==> src/rtl/brg_par_pkg.sv <==
package brg_par_pkg;
  localparam int STS_W   = 3;
  localparam int STS_DET = 0;
  localparam int STS_DPD = 1;
  localparam int STS_SSE = 2;

  typedef struct packed {
    logic sse;
    logic dpd;
    logic det;
  } par_cond_t;
endpackage

==> src/rtl/brg_par_rstsync.sv <==
module brg_par_rstsync #(
  parameter int STAGES = 2
) (
  input  logic clk,
  input  logic rst_n,
  output logic rst_sync_n
);
  logic [STAGES-1:0] chain_q;
  logic [STAGES-1:0] chain_d;

  always_comb begin
    chain_d = {chain_q[STAGES-2:0], 1'b1};
  end

  always_ff @(posedge clk or negedge rst_n) begin
    if (!rst_n) chain_q <= '0;
    else        chain_q <= chain_d;
  end

  assign rst_sync_n = chain_q[STAGES-1];
endmodule

==> src/rtl/brg_par_event.sv <==
module brg_par_event
  import brg_par_pkg::*;
(
  input  logic      mst_act_i,
  input  logic      mst_wr_i,
  input  logic      ev_data_pe_i,
  input  logic      ev_perr_i,
  input  logic      ev_addr_pe_i,
  input  logic      per_en_i,
  input  logic      brg_see_i,
  input  logic      cmd_see_i,
  output par_cond_t cond_o,
  output logic      serr_req_o
);
  logic rd_err;
  logic wr_err;
  logic master_fault;

  always_comb begin
    rd_err       = ev_data_pe_i & ~mst_wr_i;
    wr_err       = ev_perr_i & mst_wr_i;
    master_fault = mst_act_i & per_en_i & (rd_err | wr_err);
    cond_o.det   = ev_data_pe_i | ev_addr_pe_i;
    cond_o.dpd   = master_fault;
    cond_o.sse   = ev_addr_pe_i & cmd_see_i & per_en_i & brg_see_i;
    serr_req_o   = cond_o.dpd | cond_o.sse;
  end
endmodule

==> src/rtl/brg_par_status.sv <==
module brg_par_status #(
  parameter int W = 3
) (
  input  logic         clk,
  input  logic         rst_n,
  input  logic [W-1:0] set_i,
  input  logic         wr_i,
  input  logic [W-1:0] wdata_i,
  output logic [W-1:0] sts_o
);
  logic [W-1:0] sts_q;

  for (genvar i = 0; i < W; i++) begin : g_bit
    logic clr;
    logic en;
    logic nxt;

    always_comb begin
      clr = wr_i & wdata_i[i];
      en  = set_i[i] | clr;
      nxt = set_i[i] | (sts_q[i] & ~clr);
    end

    always_ff @(posedge clk or negedge rst_n) begin
      if (!rst_n)  sts_q[i] <= 1'b0;
      else if (en) sts_q[i] <= nxt;
    end


    w1c_hold_chk: assert property (@(posedge clk) disable iff (!rst_n)
      (sts_q[i] && !(wr_i && wdata_i[i])) |=> sts_q[i]);

    w1c_clear_chk: assert property (@(posedge clk) disable iff (!rst_n)
      (wr_i && wdata_i[i] && !set_i[i]) |=> !sts_q[i]);
  end

  assign sts_o = sts_q;
endmodule

==> src/rtl/brg_par_serr.sv <==
module brg_par_serr (
  input  logic clk,
  input  logic rst_n,
  input  logic req_i,
  output logic serr_o
);
  logic serr_q;
  logic serr_d;

  always_comb serr_d = req_i;

  always_ff @(posedge clk or negedge rst_n) begin
    if (!rst_n) serr_q <= 1'b0;
    else        serr_q <= serr_d;
  end

  assign serr_o = serr_q;


  serr_idle_chk: assert property (@(posedge clk) disable iff (!rst_n)
    !req_i |=> !serr_o);
endmodule

==> src/rtl/brg_par_poison.sv <==
module brg_par_poison (
  input  logic clk,
  input  logic rst_n,
  input  logic dphase_i,
  input  logic up_poison_i,
  input  logic xfer_end_i,
  output logic par_inv_o
);
  logic hit;
  logic poison_q;
  logic poison_d;
  logic poison_en;

  always_comb begin
    hit       = dphase_i & up_poison_i;
    poison_en = hit | xfer_end_i;
    poison_d  = ~xfer_end_i;
  end

  always_ff @(posedge clk or negedge rst_n) begin
    if (!rst_n)         poison_q <= 1'b0;
    else if (poison_en) poison_q <= poison_d;
  end

  assign par_inv_o = poison_q | hit;


  poison_hold_chk: assert property (@(posedge clk) disable iff (!rst_n)
    (par_inv_o && !xfer_end_i) |=> par_inv_o);

  poison_drop_chk: assert property (@(posedge clk) disable iff (!rst_n)
    xfer_end_i |=> (par_inv_o == (dphase_i && up_poison_i)));
endmodule

==> src/rtl/brg_parity_ctl.sv <==
module brg_parity_ctl
  import brg_par_pkg::*;
#(
  parameter int SYNC_STAGES = 2
) (
  input  logic             clk,
  input  logic             rst_n,
  input  logic             mst_act_i,
  input  logic             mst_wr_i,
  input  logic             ev_data_pe_i,
  input  logic             ev_perr_i,
  input  logic             ev_addr_pe_i,
  input  logic             per_en_i,
  input  logic             brg_see_i,
  input  logic             cmd_see_i,
  input  logic             sts_wr_i,
  input  logic [STS_W-1:0] sts_wdata_i,
  input  logic             dphase_i,
  input  logic             up_poison_i,
  input  logic             xfer_end_i,
  output logic [STS_W-1:0] sts_o,
  output logic             serr_o,
  output logic             par_inv_o
);
  logic       rst_int_n;
  par_cond_t  cond;
  logic       serr_req;

  brg_par_rstsync #(.STAGES(SYNC_STAGES)) u_rst (
    .clk(clk), .rst_n(rst_n), .rst_sync_n(rst_int_n)
  );

  brg_par_event u_evt (
    .mst_act_i(mst_act_i), .mst_wr_i(mst_wr_i), .ev_data_pe_i(ev_data_pe_i),
    .ev_perr_i(ev_perr_i), .ev_addr_pe_i(ev_addr_pe_i), .per_en_i(per_en_i),
    .brg_see_i(brg_see_i), .cmd_see_i(cmd_see_i),
    .cond_o(cond), .serr_req_o(serr_req)
  );

  brg_par_status #(.W(STS_W)) u_sts (
    .clk(clk), .rst_n(rst_int_n), .set_i(cond), .wr_i(sts_wr_i),
    .wdata_i(sts_wdata_i), .sts_o(sts_o)
  );

  brg_par_serr u_serr (
    .clk(clk), .rst_n(rst_int_n), .req_i(serr_req), .serr_o(serr_o)
  );

  brg_par_poison u_poi (
    .clk(clk), .rst_n(rst_int_n), .dphase_i(dphase_i),
    .up_poison_i(up_poison_i), .xfer_end_i(xfer_end_i), .par_inv_o(par_inv_o)
  );


  det_set_chk: assert property (@(posedge clk) disable iff (!rst_int_n)
    (ev_data_pe_i || ev_addr_pe_i) |=> sts_o[STS_DET]);

  dpd_gate_chk: assert property (@(posedge clk) disable iff (!rst_int_n)
    (!mst_act_i || !per_en_i) |=> (sts_o[STS_DPD] == $past(sts_o[STS_DPD]) || !sts_o[STS_DPD]));

  sse_gate_chk: assert property (@(posedge clk) disable iff (!rst_int_n)
    $rose(sts_o[STS_SSE]) |-> $past(ev_addr_pe_i && cmd_see_i && per_en_i && brg_see_i));

  serr_src_chk: assert property (@(posedge clk) disable iff (!rst_int_n)
    serr_o |-> (sts_o[STS_DPD] || sts_o[STS_SSE]));

  rst_clear_chk: assert property (@(posedge clk)
    !rst_int_n |-> (sts_o == '0 && !serr_o));
endmodule

==> config.mk <==
export PLATFORM = sky130hd
export DESIGN_NAME = brg_parity_ctl
export DESIGN_NICKNAME = d
export VERILOG_FILES = /design/src/rtl/brg_par_pkg.sv /design/src/rtl/brg_par_rstsync.sv /design/src/rtl/brg_par_event.sv /design/src/rtl/brg_par_status.sv /design/src/rtl/brg_par_serr.sv /design/src/rtl/brg_par_poison.sv /design/src/rtl/brg_parity_ctl.sv
export SDC_FILE = /design/constraint.sdc
export NUM_CORES = 1
export LEC_CHECK = 0
export ABC_AREA = 1
export ABC_CLOCK_PERIOD_IN_PS = 1500
export BUFFER_PORTS_ARGS = -buffer_cell sky130_fd_sc_hd__buf_4
export CORE_AREA = 5 5 42 44
export DETAILED_ROUTE_END_ITERATION = 10
export DIE_AREA = 0 0 47 49
export PLACE_DENSITY_LB_ADDON = 0.08
export SETUP_SLACK_MARGIN = 0.2
export SYNTH_ARGS = -nofsm -noshare
export SYNTH_HDL_FRONTEND = slang
export SYNTH_SLANG_ARGS = --single-unit
==> constraint.sdc <==
create_clock -name clk -period 1.5 [get_ports clk]
set_input_delay 0.225 -clock clk [delete_from_list [all_inputs] [get_ports clk]]
set_output_delay 0.225 -clock clk [all_outputs]
set_load 0.005 [all_outputs]
# Yosys cells after proc, flatten, opt, wreduce, memory -nomap -nowiden
# Cells that the tools add are included.
[word_totals] input_bits=17 elab_cells=36 reg_bits=7 output_inout_bits=5
[op_classes] n_bitwise=30
[ops] op="1-bit bitwise AND" count=14
[ops] op="1-bit OR" count=11
[ops] op="1-bit inverter" count=5

# Longest topological paths before layout
[logic_depth] word_depth=5 mapped_depth=5 depth_no_buf=5

# Cells and area by module
# Synthesis repeated with hierarchy kept, for this count alone.
[unflattened] cells_unflattened=37 area_unflattened_um2=301.5
[modules_own_cells] mod="brg_par_status" n_inst=1 area_per_inst_um2=120.1 cells_per_inst=15 seq_area_each_um2=75.1
[modules_own_cells] mod="brg_par_event" n_inst=1 area_per_inst_um2=57.6 cells_per_inst=13 seq_area_each_um2=0.0
[modules_own_cells] mod="brg_par_rstsync" n_inst=1 area_per_inst_um2=53.8 cells_per_inst=3 seq_area_each_um2=50.0
[modules_own_cells] mod="brg_par_poison" n_inst=1 area_per_inst_um2=45.0 cells_per_inst=5 seq_area_each_um2=25.0
[modules_own_cells] mod="brg_par_serr" n_inst=1 area_per_inst_um2=25.0 cells_per_inst=1 seq_area_each_um2=25.0

# Worst setup path before layout
# OpenSTA, ideal clock, no wires.
[synth_path] kind="register -> output" startpoint="register u_poi.poison_q" endpoint="output par_inv_o" setup_slack_ps=825 t_required_ps=1275 arrival_ps=450 path_stages_with_launch=3 path_buffers=0 path_cell_list="dfrtp_1 > inv_1 > nand2_1"
[synth_via] elab_chain_len=1
[synth_lines] item="from (decl)" line="brg_par_poison.sv:10" rtl="logic poison_q;"
[synth_lines] item="from (signal assigned)" line="brg_par_poison.sv:22" rtl="else if (poison_en) poison_q <= poison_d;"
[synth_lines] item="1-bit OR" line="brg_par_poison.sv:25" rtl="assign par_inv_o = poison_q | hit;"
[synth_lines] item="to (decl)" line="brg_parity_ctl.sv:23" rtl="output logic par_inv_o"
# Every way passes these cells.

# Final worst setup path
# Same ends and word-level chain as after synthesis.

==> results.ini <==
[run_status]
status = finished clean

[timing]
finClkSkew_ps = 4.65
period_share_pct = 71.5
timing.hold.ws_ps = 73.3
clock.fmax_mhz = 933
slew_violations = 0
setup_viol = 0
hold_violations = 0
rsz0062_at_grt = false
fin_crit_ps = 1070
tns_ps = 0

[final_layout]
num_antenna_cells = 0
multi_input_comb_area_um2 = 82.6
drive_gt1_share_pct = 42.1
final_util_pct = 34.5
seqCellArea_um2 = 175
final.fill_count = 157
areaGrowthSynthToFinish_pct = 79.5
finish.net_count = 75

[yosys]
ys_top_cells_by_area = dfrtp_1 65%, nand2_1 24%, inv_1 4.2%
synth_seq_cells = 7
yosys_warnings = 0
avgSynthCellArea_um2 = 8.68
synth_top_cell_by_area = dfrtp_1
synth.distinct_cells = 7
ys_seq_area_share_pct = 65.1
synth_top_area_share_pct = 65.1
synth_cells = 31
syn-num-nets = 48
syn-cell-area_um2 = 269

[routing]
drcViolationCount = 0
dr_wl_met2_um = 247
wl_met3_um = 84
ant_nets = 0
wl_per_cell_um = 8.27
vias = 273
routed_wl_um = 604
vias_per_cell = 3.74
highest_layer = met4
drtIter0Drc = 0
wl_met1_um = 250
drtPass1Iterations = 1

[clock_network]
clk_latency_ps = 250
cts_buffers = 3
clock-root-buffer = clkbuf_4
clockBufferDepth = 2
numClockSinks = 7
cts_resized = 0
cts_tree = built
htreeDepth = 1
clkTransAtPathRegs_ps = 50

[setup_path]
end_kind = output pin
r2r_end = u_sts.sts_o[2]
critical_path.top_delay_family = flip-flops
start_kind = flip-flop
cp_data_required_time_ps = 1270
cp_num_buf_inv = 2
cp_max_fo = 2
cp_cell_sequence = inv_1 > nand2_1 > buf_4
slowest_stage = dfrtp_1
worstPathArrival_ps = 850
crit-reg2reg-launch = u_sts.sts_o[2]
critical_path_class = reg -> out
reg2reg_setup_slack_ps = 890
worstRegToRegCells = 2
slowest_delay_ps = 350

[power_and_ir_drop]
p_leak_nw = 0.281
vdd_drop_max_mv = 0.362
power.density_mw_per_mm2 = 934
finalPower_w = 0.000451

[die]
core_mm2 = 0.00140
dieHeight_um = 49
die_w_um = 47
fp.dieArea_mm2 = 0.00230
initial_utilization_pct = 19.2
num_rows = 14
boundaryPins = 22

[global_route]
grt_first_pass_wirelength_um = 972
antenna_found_initial = 0
grt_pass1_vias = 274
overflow = 0
gr-usage-all-layers_pct = 6.17
grt_max_degree = 6

[place]
dp_hpwl_um = 527
portBuffers = 21
place_congestion = 0.587

[run]
drv_cap = 0

[hold_path]
hp-class = reg -> async

==> final cells by class <==
type | count | share of cell area (%)
Sequential cell | 7 | 36.3
Timing Repair Buffer | 22 | 34.7
Multi-Input combinational cell | 21 | 17.1
Clock buffer | 4 | 5.44
Tap cell | 16 | 4.15
Inverter | 3 | 2.33
==> cell usage after synthesis <==
cell type and instances:
nand4_1 1, inv_1 3, dfrtp_1 7, a21oi_1 1, nand2_1 17, nor2_1 1
conb_1 1
==> flip-flops by register name (all words and copies together), names as in the netlist <==
name            count
u_serr.serr_o       1
u_sts.sts_o         3
u_poi.poison_q      1
u_rst.chain_q       2
==> cell usage in the layout, fill, tap and decap left out <==
cell type / count
a21oi_1: 1
buf_4: 21
clkbuf_1: 1
clkbuf_4: 3
conb_1: 1
dfrtp_1: 7
dlygate4sd3_1: 1
inv_1: 3
nand2_1: 17
nand4_1: 1
nor2_1: 1
==> through the flow <==
stage / setup slack (ps) / cells / instance area, µm²
3_5_place_dp: 687 / 68 / 447
3_3_place_gp: 696 / 68 / 447
2_1_floorplan: 825 / 31 / 269
6_report: 428 / 73 / 483
4_1_cts: 416 / 73 / 483
5_1_grt: 368 / 73 / 483
==> worst max-delay path by stage <==
stage                    from        end  slack [ps]  cells after the start
3_3_place_gp         dphase_i  par_inv_o         700                      4
5_1_grt        u_poi.poison_q  par_inv_o         370                      3
2_1_floorplan  u_poi.poison_q  par_inv_o         830                      2
3_5_place_dp         dphase_i  par_inv_o         690                      4
4_1_cts        u_poi.poison_q  par_inv_o         420                      3
6_report       u_poi.poison_q  par_inv_o         430                      3
==> logic make-up after synthesis <==
group / count (synthesis) / synth area share (%)
AND/OR/NAND/NOR: 19 / 27.4
flip-flops: 7 / 65.1
buffers and inverters: 3 / 4.19
AO/OA/AOI/OAI: 1 / 1.86
other: 1 / 1.39
==> routing by layer <==
layer  global-route usage (%)  vias to the layer above
met4                     5.53                        0
met2                     7.47                       16
met5                        0                        -
li1                         -                      143
met1                     7.19                      110
met3                     3.69                        4
==> where the power goes <==
group / leakage, nW / internal [W] / total [W] / switching [W]
Combinational: 0.182 / 0.0000491 / 0.0000742 / 0.0000250
Sequential: 0.0845 / 0.000203 / 0.000210 / 0.00000686
Clock: 0.0150 / 0.000101 / 0.000167 / 0.0000660
Total: 0.281 / 0.000353 / 0.000451 / 0.0000978
==> what timing repair did <==
action / 4_1_cts / 5_1_grt
setup endpoints to repair: 0 / 0
endpoints found under the hold margin: 2 / 0
setup buffers: 0 / 0
hold buffers: 1 / 0
Note: power is estimated with default switching activity, not from simulation.
